[src/rtl/sar_pkg.sv]
package sar_pkg;
  localparam int CH_W        = 4;
  localparam int TS_W        = 2;
  localparam int TS_FREE     = 0;
  localparam int TS_FLAG     = 1;
  localparam int TS_EXT_BASE = 2;
  localparam logic [CH_W-1:0] TEMP_CH = 4'b1000;

  typedef struct packed {
    logic [CH_W-1:0] ch;
    logic            ref_int;
  } sel_t;
endpackage

[src/rtl/sar_prescale.sv]
module sar_prescale #(
  parameter int PS_W = 3
) (
  input  logic            clk,
  input  logic            rst_n,
  input  logic            en,
  input  logic [PS_W-1:0] ps_sel,
  output logic            tick
);
  localparam int CNT_W = (1 << PS_W);

  logic [CNT_W-1:0] cnt, ratio;

  always_comb begin
    if (ps_sel == '0) ratio = CNT_W'(2);
    else              ratio = CNT_W'(1) << ps_sel;
  end

  assign tick = en && (cnt >= ratio - CNT_W'(1));

  always_ff @(posedge clk or negedge rst_n) begin
    if (!rst_n)    cnt <= '0;
    else if (!en)  cnt <= '0;
    else if (tick) cnt <= '0;
    else           cnt <= cnt + CNT_W'(1);
  end

  AST_TICK_GAP: assert property (@(posedge clk) disable iff (!rst_n)
    tick |=> !tick);
endmodule

[src/rtl/sar_trigger.sv]
module sar_trigger import sar_pkg::*; #(
  parameter int NEXT = 2
) (
  input  logic            clk,
  input  logic            rst_n,
  input  logic            auto_en,
  input  logic [TS_W-1:0] trig_sel,
  input  logic [NEXT-1:0] ext_trig,
  input  logic            flag,
  output logic            hit
);
  logic src, src_q;

  always_comb begin
    src = 1'b0;
    if (int'(trig_sel) == TS_FLAG) src = flag;
    for (int i = 0; i < NEXT; i++)
      if (int'(trig_sel) == TS_EXT_BASE + i) src = ext_trig[i];
  end

  always_ff @(posedge clk or negedge rst_n) begin
    if (!rst_n) src_q <= 1'b0;
    else        src_q <= src;
  end

  assign hit = auto_en && (int'(trig_sel) != TS_FREE) && src && !src_q;
endmodule

[src/rtl/sar_engine.sv]
module sar_engine #(
  parameter int RES       = 10,
  parameter int NORM_LEN  = 13,
  parameter int FIRST_LEN = 25
) (
  input  logic           clk,
  input  logic           rst_n,
  input  logic           en,
  input  logic           tick,
  input  logic           go,
  input  logic           restart,
  input  logic           cmp,
  output logic           busy,
  output logic           run,
  output logic           res_valid,
  output logic [RES-1:0] dac,
  output logic [RES-1:0] res_data
);
  localparam int CW = $clog2(FIRST_LEN + 1);

  logic [CW-1:0]  cyc, len, p_present, p_last;
  logic           first;
  logic [RES-1:0] mask, trial;

  assign len       = first ? CW'(FIRST_LEN) : CW'(NORM_LEN);
  assign p_present = len - CW'(RES + 1);
  assign p_last    = len - CW'(1);
  assign trial     = cmp ? dac : (dac & ~mask);

  always_ff @(posedge clk or negedge rst_n) begin
    if (!rst_n) begin
      busy <= 1'b0; run <= 1'b0; cyc <= '0; first <= 1'b1;
      mask <= '0; dac <= '0; res_valid <= 1'b0; res_data <= '0;
    end else if (!en) begin
      busy <= 1'b0; run <= 1'b0; cyc <= '0; first <= 1'b1;
      mask <= '0; dac <= '0; res_valid <= 1'b0;
    end else begin
      res_valid <= 1'b0;
      if (go && !busy) busy <= 1'b1;
      if (tick && busy) begin
        if (!run) begin
          run <= 1'b1; cyc <= CW'(1); dac <= '0; mask <= '0;
        end else begin
          cyc <= cyc + CW'(1);
          if (cyc == p_present) begin
            mask <= {1'b1, {(RES-1){1'b0}}};
            dac  <= {1'b1, {(RES-1){1'b0}}};
          end else if (cyc > p_present) begin
            if (cyc == p_last) begin
              res_data  <= trial;
              dac       <= trial;
              res_valid <= 1'b1;
              mask      <= '0;
              first     <= 1'b0;
              run       <= 1'b0;
              busy      <= restart;
            end else begin
              dac  <= trial | (mask >> 1);
              mask <= mask >> 1;
            end
          end
        end
      end
    end
  end

  AST_RUN_IMPLIES_BUSY: assert property (@(posedge clk) disable iff (!rst_n)
    run |-> busy);
  AST_VALID_AFTER_BUSY: assert property (@(posedge clk) disable iff (!rst_n)
    res_valid |-> $past(busy));
  AST_MASK_ONEHOT: assert property (@(posedge clk) disable iff (!rst_n)
    $onehot0(mask));
  AST_CYC_BOUND: assert property (@(posedge clk) disable iff (!rst_n)
    run |-> (cyc <= len));
  AST_ABORT_IDLE: assert property (@(posedge clk) disable iff (!rst_n)
    !en |=> (!busy && !run));
endmodule

[src/rtl/sar_conv_seq.sv]
module sar_conv_seq import sar_pkg::*; #(
  parameter int RES       = 10,
  parameter int PS_W      = 3,
  parameter int NEXT      = 2,
  parameter int NORM_LEN  = 13,
  parameter int FIRST_LEN = 25
) (
  input  logic            clk,
  input  logic            rst_n,
  input  logic            en,
  input  logic            start_wr,
  input  logic            auto_en,
  input  logic [TS_W-1:0] trig_sel,
  input  logic [NEXT-1:0] ext_trig,
  input  logic [PS_W-1:0] ps_sel,
  input  logic            sel_wr,
  input  logic [CH_W-1:0] sel_ch,
  input  logic            sel_ref,
  input  logic            cmp,
  input  logic            flag_clr,
  input  logic            irq_en,
  output logic [RES-1:0]  dac_code,
  output logic [CH_W-1:0] act_ch,
  output logic            act_ref,
  output logic            busy,
  output logic            res_valid,
  output logic [RES-1:0]  res_data,
  output logic            flag,
  output logic            irq
);
  logic tick, trig_hit, go, restart, run;
  sel_t hold_q, act_q;

  sar_prescale #(.PS_W(PS_W)) u_prescale (
    .clk(clk), .rst_n(rst_n), .en(en), .ps_sel(ps_sel), .tick(tick));

  sar_trigger #(.NEXT(NEXT)) u_trigger (
    .clk(clk), .rst_n(rst_n), .auto_en(auto_en), .trig_sel(trig_sel),
    .ext_trig(ext_trig), .flag(flag), .hit(trig_hit));

  assign go      = start_wr || trig_hit;
  assign restart = auto_en && (int'(trig_sel) == TS_FREE);

  sar_engine #(.RES(RES), .NORM_LEN(NORM_LEN), .FIRST_LEN(FIRST_LEN)) u_engine (
    .clk(clk), .rst_n(rst_n), .en(en), .tick(tick), .go(go),
    .restart(restart), .cmp(cmp), .busy(busy), .run(run),
    .res_valid(res_valid), .dac(dac_code), .res_data(res_data));

  always_ff @(posedge clk or negedge rst_n) begin
    if (!rst_n) begin
      hold_q <= '0;
      act_q  <= '0;
    end else begin
      if (sel_wr) hold_q <= '{ch: sel_ch, ref_int: sel_ref};
      if (!run)   act_q  <= hold_q;
    end
  end

  assign act_ch  = act_q.ch;
  assign act_ref = act_q.ref_int || (act_q.ch == TEMP_CH);

  always_ff @(posedge clk or negedge rst_n) begin
    if (!rst_n)         flag <= 1'b0;
    else if (res_valid) flag <= 1'b1;
    else if (flag_clr)  flag <= 1'b0;
  end

  assign irq = flag && irq_en;

  AST_FLAG_ON_DONE: assert property (@(posedge clk) disable iff (!rst_n)
    res_valid |=> flag);
  AST_CLR_WINS_ALONE: assert property (@(posedge clk) disable iff (!rst_n)
    (flag_clr && !res_valid) |=> !flag);
  AST_SEL_FROZEN: assert property (@(posedge clk) disable iff (!rst_n)
    (run && $past(run)) |-> $stable(act_q));
endmodule

[config.mk]
export PLATFORM = sky130hd
export DESIGN_NAME = sar_conv_seq
export DESIGN_NICKNAME = d
export VERILOG_FILES = /design/src/rtl/sar_pkg.sv /design/src/rtl/sar_prescale.sv /design/src/rtl/sar_trigger.sv /design/src/rtl/sar_engine.sv /design/src/rtl/sar_conv_seq.sv
export SDC_FILE = /design/constraint.sdc
export NUM_CORES = 1
export LEC_CHECK = 0
export CAP_MARGIN = 20
export CORE_MARGIN = 2
export CORE_UTILIZATION = 57
export CTS_CLUSTER_DIAMETER = 60
export DETAILED_ROUTE_END_ITERATION = 8
export GPL_TIMING_DRIVEN = 0
export PLACE_DENSITY = 0.81
export SYNTH_ARGS = -nofsm -noshare
export SYNTH_HDL_FRONTEND = slang
export SYNTH_SLANG_ARGS = --single-unit
[constraint.sdc]
create_clock -name clk -period 6.9 [get_ports clk]
set_input_delay 1.38 -clock clk [delete_from_list [all_inputs] [get_ports clk]]
set_output_delay 1.38 -clock clk [all_outputs]
set_load 0.01 [all_outputs]
==> results.toml, run 1 <==
[global_routing]
grt_max_degree = 41
antenna_found_initial = 0
grt_usage_pct = 22.07
grt-ovfl-total = 0
grt_pass1_vias = 2189
grt_pass1_wl_um = 10160

[floorplanning]
start_util_pct = 58.97
dieArea_mm2 = 0.005881
ioPinCount = 50
num_rows = 26
core-area_mm2 = 0.005107
die_w_um = 76.69
die_height_um = 76.69

[clocking]
h-tree-depth = 3
clock_sinks = 59
clk_latency_ns = 0.34
cts_buffers = 9
hold_buffers = 0
clock_path_buffers = 2
post_cts_resized = 0
post_cts_buffers = 0
cts_tree = "built"
root_buffer = "clkbuf_8"
clk_pin_slew_worst_paths_ns = 0.07

[sta]
fin_crit_ns = 4.278
setup_viol = 0
fmax_mhz = 233.7
clock_skew_ns = 0.007578
slew_headroom_pct = 66.47
setup-tns-final_ns = 0
period_share_pct = 62.00
final.setup.worst_slack_ns = 2.622
tightestPinTransition_ns = 0.5030
slew_violations = 0
hold_slack_ns = 0.4687
final_hold_viol_count = 0
grt_setup_unrepaired = "no"

[yosys]
synthXorXnorAreaFrac_pct = 2.617
synth_simple_gate_area_share_pct = 10.76
syn_nets = 311
synth.area.mux_share_pct = 15.75
synth_seq_cells = 59
synth_edf_count = 0
yosysWarnings = 0
netlist_instances = 276
avgSynthCellArea_um2 = 10.91
yosys_most_used_dff = "dfrtp_1"
synthDistinctLibCells = 41
synth_top_family_by_area = "multiplexers"
async_reset_ff_share_pct = 100.0
synth-adder-area-share_pct = 5.816
synth_compound_area_share_pct = 10.18
synth_area_mm2 = 0.003012
yosysSeqAreaShare_pct = 49.07

[setup_path]
slowest_delay_ns = 0.51
end_kind = "register"
cp.depth = 15
critPathArrivalTime_ns = 4.50
worstPathCellList = "clkdlybuf4s50_1, nor2_1, inv_1, ha_1, nor3_1, a21oi_1, o21a_1, ha_1, a21oi_1, o21ai_0, a32o_1, buf_2, and2_4, buf_6, mux2_4"
r2r_cells = 8
required_ns = 7.12
worst_setup_path_start_kind = "input port"
cp_top_family = "buffers and inverters"
crit_fanout = 10
crit_type = "in2reg"
critPathBufInv = 4
cpMaxStageDelayCell = "clkdlybuf4s50_1"

[pwr]
power_leakage_nw = 1.732
ir_worst_vdd_mv = 0.1344
powerDensity_mw_per_mm2 = 195.0

[routing]
dr_total_vias = 2210
via_per_inst = 5.377
dr.pass1.iters = 4
drtIter0Drc = 166
avgRoutedWirePerCell_um = 14.59
ant_nets = 0
drc = 0
drt-total-wl_um = 5996

[status]
status = "complete, no violations"

[place]
pre_cts_slack_ns = 2.320
place_hpwl_um = 4219
gp_congestion = 0.8026
port_buffers = 48

[cells_and_area]
areaGrowthSynthToFinish_pct = 25.76
nets = 371
drive_gt1_share_pct = 18.77
final_cell_mix = "dfrtp_1 (58), clkdlybuf4s50_1 (47), nand2_1 (23)"
num_antenna_cells = 0
final_common_cell = "dfrtp_1"

[worst_hold_path]
hold-path-cell-count = 1
hp-class = "reg2reg"

[flow_run]
drv_cap = 0
## cell type report
type                       count  area [µm²]
sequential                    59        1478
multi-input combinational    181        1359
fill                         365        1320
timing repair buffer          49       495.5
clock buffer                  10       137.6
buffer                        14       92.59
tap                           70       87.58
inverter                      22       82.58
clock inverter                 6       55.05
## sequential cells by signal, summed over array words and instances, names as in the netlist, 4 cells and up
register           flops
act_ch                 4
hold_q                 5
u_engine.cyc           5
u_engine.dac          10
u_engine.mask         10
u_engine.res_data     10
u_prescale.cnt         8
## metal layers
layer | routed length (µm) | track usage, %
met5 | 0 | 0
met4 | 98 | 9.636
met3 | 378 | 6.824
met2 | 2793 | 34.39
met1 | 2726 | 28.54
## report_power, final
group | internal, W | leakage, nW | switching [W]
Combinational | 0.0000372 | 0.833 | 0.0000315
Sequential | 0.000355 | 0.793 | 0.00000645
Clock | 0.000173 | 0.106 | 0.000136
## path summary, 6_finish.rpt
path	startpoint	end	slack [ns]
min	u_engine.res_valid	flag	0.47
max in group asynchronous	rst_n	u_engine.first	5.27
min in group asynchronous	rst_n	hold_q[2]	0.99
min reg2reg	u_engine.res_valid	flag	0.47
max reg2reg	u_engine.first	u_engine.res_data[3]	4.54
max	ps_sel[1]	u_engine.res_data[3]	2.62
## through the flow
stage | cell area (µm²) | total power (W) | utilization (%) | cells
CTS | 3787 | 0.0007427 | 74.15 | 411
detailed placement | 3595 | 0.0004372 | 70.38 | 395
finish | 3787 | 0.0007387 | 74.15 | 411
global route | 3787 | 0.0007675 | 74.15 | 411
floorplan | 3012 | 0.0004019 | - | 276
global placement | 3580 | 0.0004340 | 70.09 | 394
## cells in the mapped netlist, drive strengths merged, types with 3 or more instances
cell | number | area, µm²
a21boi | 9 | 67.56
dfrtp | 58 | 1451
nand2 | 23 | 86.33
a21oi | 17 | 85.08
xor2 | 5 | 43.79
nor2 | 21 | 78.83
nor3b | 3 | 22.52
xnor2 | 4 | 35.03
mux2 | 30 | 364.1
o21ai | 5 | 25.02
nand3 | 12 | 60.06
o22ai | 5 | 31.28
ha | 14 | 175.2
buf | 12 | 83.83
mux2i | 11 | 110.1
inv | 22 | 82.58
## logic make-up (layout without fill, tap and decap cells)
group,Yosys count,count (layout)
flops,59,59
compound gates,47,47
buf+inv,36,101
xor+xnor,9,9
simple gates,70,70
mux,41,41
fa+ha+maj,14,14
Note: power is estimated with default switching activity, not from simulation.
==> run 2, diff against run 1 <==
CORE_UTILIZATION = 53   (was 57)
PLACE_DENSITY = 0.76   (was 0.81)
clock period = 4.1 ns   (was 6.9 ns; I/O delays follow)
==> results.toml, run 2 (synthesis gave the netlist of run 1 again) <==
[status]
status = "complete, no violations"

[clocking]
clock_sinks = 59
h-tree-depth = 3
hold_buffers = 0
clk_latency_ns = 0.34
cts_tree = "built"
root_buffer = "clkbuf_8"
post_cts_resized = 0
clk_pin_slew_worst_paths_ns = 0.07
post_cts_buffers = 0
clock_path_buffers = 2
cts_buffers = 9

[sta]
period_share_pct = 88.72
grt_setup_unrepaired = "no"
fmax_mhz = 274.9
fin_crit_ns = 3.637
slew_headroom_pct = 57.82
setup_viol = 0
tightestPinTransition_ns = 0.6326
final_hold_viol_count = 0
slew_violations = 0
setup-tns-final_ns = 0
hold_slack_ns = 0.4504
clock_skew_ns = 0.009819

[pwr]
powerDensity_mw_per_mm2 = 330.3
total_power_w = 0.001255
power_leakage_nw = 1.717
ir_worst_vdd_mv = 0.2557

[routing]
drtIter0Drc = 100
ant_nets = 0
drt-total-wl_um = 5816
avgRoutedWirePerCell_um = 14.08
drc = 0
dr.pass1.iters = 4
via_per_inst = 5.337
dr_total_vias = 2204

[cells_and_area]
reg_top3 = "u_engine.dac x10, u_engine.mask x10, u_engine.res_data x10"
nets = 371
final_util_pct = 69.01
num_antenna_cells = 0
final_common_cell = "dfrtp_1"
final_cell_mix = "dfrtp_1 (58), clkdlybuf4s50_1 (47), nand2_1 (23)"
final_cells = 413
areaGrowthSynthToFinish_pct = 26.17
drive_gt1_share_pct = 18.77

[place]
placed_cells = 397
gp_congestion = 0.7861
place_hpwl_um = 4049
port_buffers = 48

[setup_path]
required_ns = 4.32
r2r_cells = 8
crit_type = "in2reg"
crit_fanout = 10
worst_setup_path_start_kind = "input port"
end_kind = "register"
critPathArrivalTime_ns = 3.86

[global_routing]
grt_usage_pct = 20.46
grt_pass1_wl_um = 9915
grt-ovfl-total = 0
grt_pass1_vias = 2209
antenna_found_initial = 0
grt_max_degree = 34

[floorplanning]
ioPinCount = 50
die_height_um = 79.38
dieArea_mm2 = 0.006301
core-area_mm2 = 0.005507
num_rows = 27
start_util_pct = 54.69
die_w_um = 79.38

[flow_run]
drv_cap = 0

[worst_hold_path]
hold-path-cell-count = 1
hp-class = "reg2reg"
-- run 2: critical path, cell delays in order --
cell,delay (ns)
clkdlybuf4s50_1,0.51
nor2_1,0.18
inv_1,0.06
ha_1,0.21
nor3_1,0.15
a21oi_1,0.06
o21a_1,0.18
ha_1,0.28
a21oi_1,0.06
o21ai_0,0.23
a32o_1,0.20
buf_2,0.22
and2_4,0.22
buf_6,0.18
mux2_4,0.31
-- run 2: through the flow --
step	setup slack [ns]	instance area, µm²
final	0.4626	3800
after global routing	0.1883	3800
after CTS	0.4786	3800
after detailed placement	0.1269	3597
after global placement	0.1402	3582
after floorplan	0.9274	3012
-- run 2: final cells by class --
cell class | count | area, µm²
inverter | 22 | 82.58
clock buffer | 10 | 137.6
multi-input combinational | 181 | 1359
tap | 72 | 90.09
timing repair buffer | 49 | 495.5
fill | 408 | 1707
sequential | 59 | 1478
clock inverter | 6 | 65.06
buffer | 14 | 92.59
-- run 2: report_power, final --
| group | switching [W] | internal, W | total [W] |
|---|---|---|---|
| Combinational | 0.0000528 | 0.0000626 | 0.000115 |
| Sequential | 0.0000119 | 0.000597 | 0.000609 |
| Clock | 0.000236 | 0.000295 | 0.000531 |
-- run 2: worst paths after layout --
| kind | from | endpoint | slack [ns] |
|---|---|---|---|
| worst max-delay path | ps_sel[1] | u_engine.res_data[3] | 0.46 |
| worst min-delay path | u_engine.res_valid | flag | 0.45 |
| worst max register to register | u_engine.first | u_engine.res_data[3] | 1.79 |
| worst min register to register | u_engine.res_valid | flag | 0.45 |
| max in group asynchronous | rst_n | u_engine.first | 2.95 |
| min in group asynchronous | rst_n | hold_q[2] | 0.50 |
-- run 2: layer usage --
layer  track usage (%)  up-vias  share of wire [%]
met4             10.69        0                1.8
li1                  -     1066                  -
met2             32.03       57                 46
met3             5.769        8                4.9
met5                 0        -                  0
met1             25.88     1073                 48
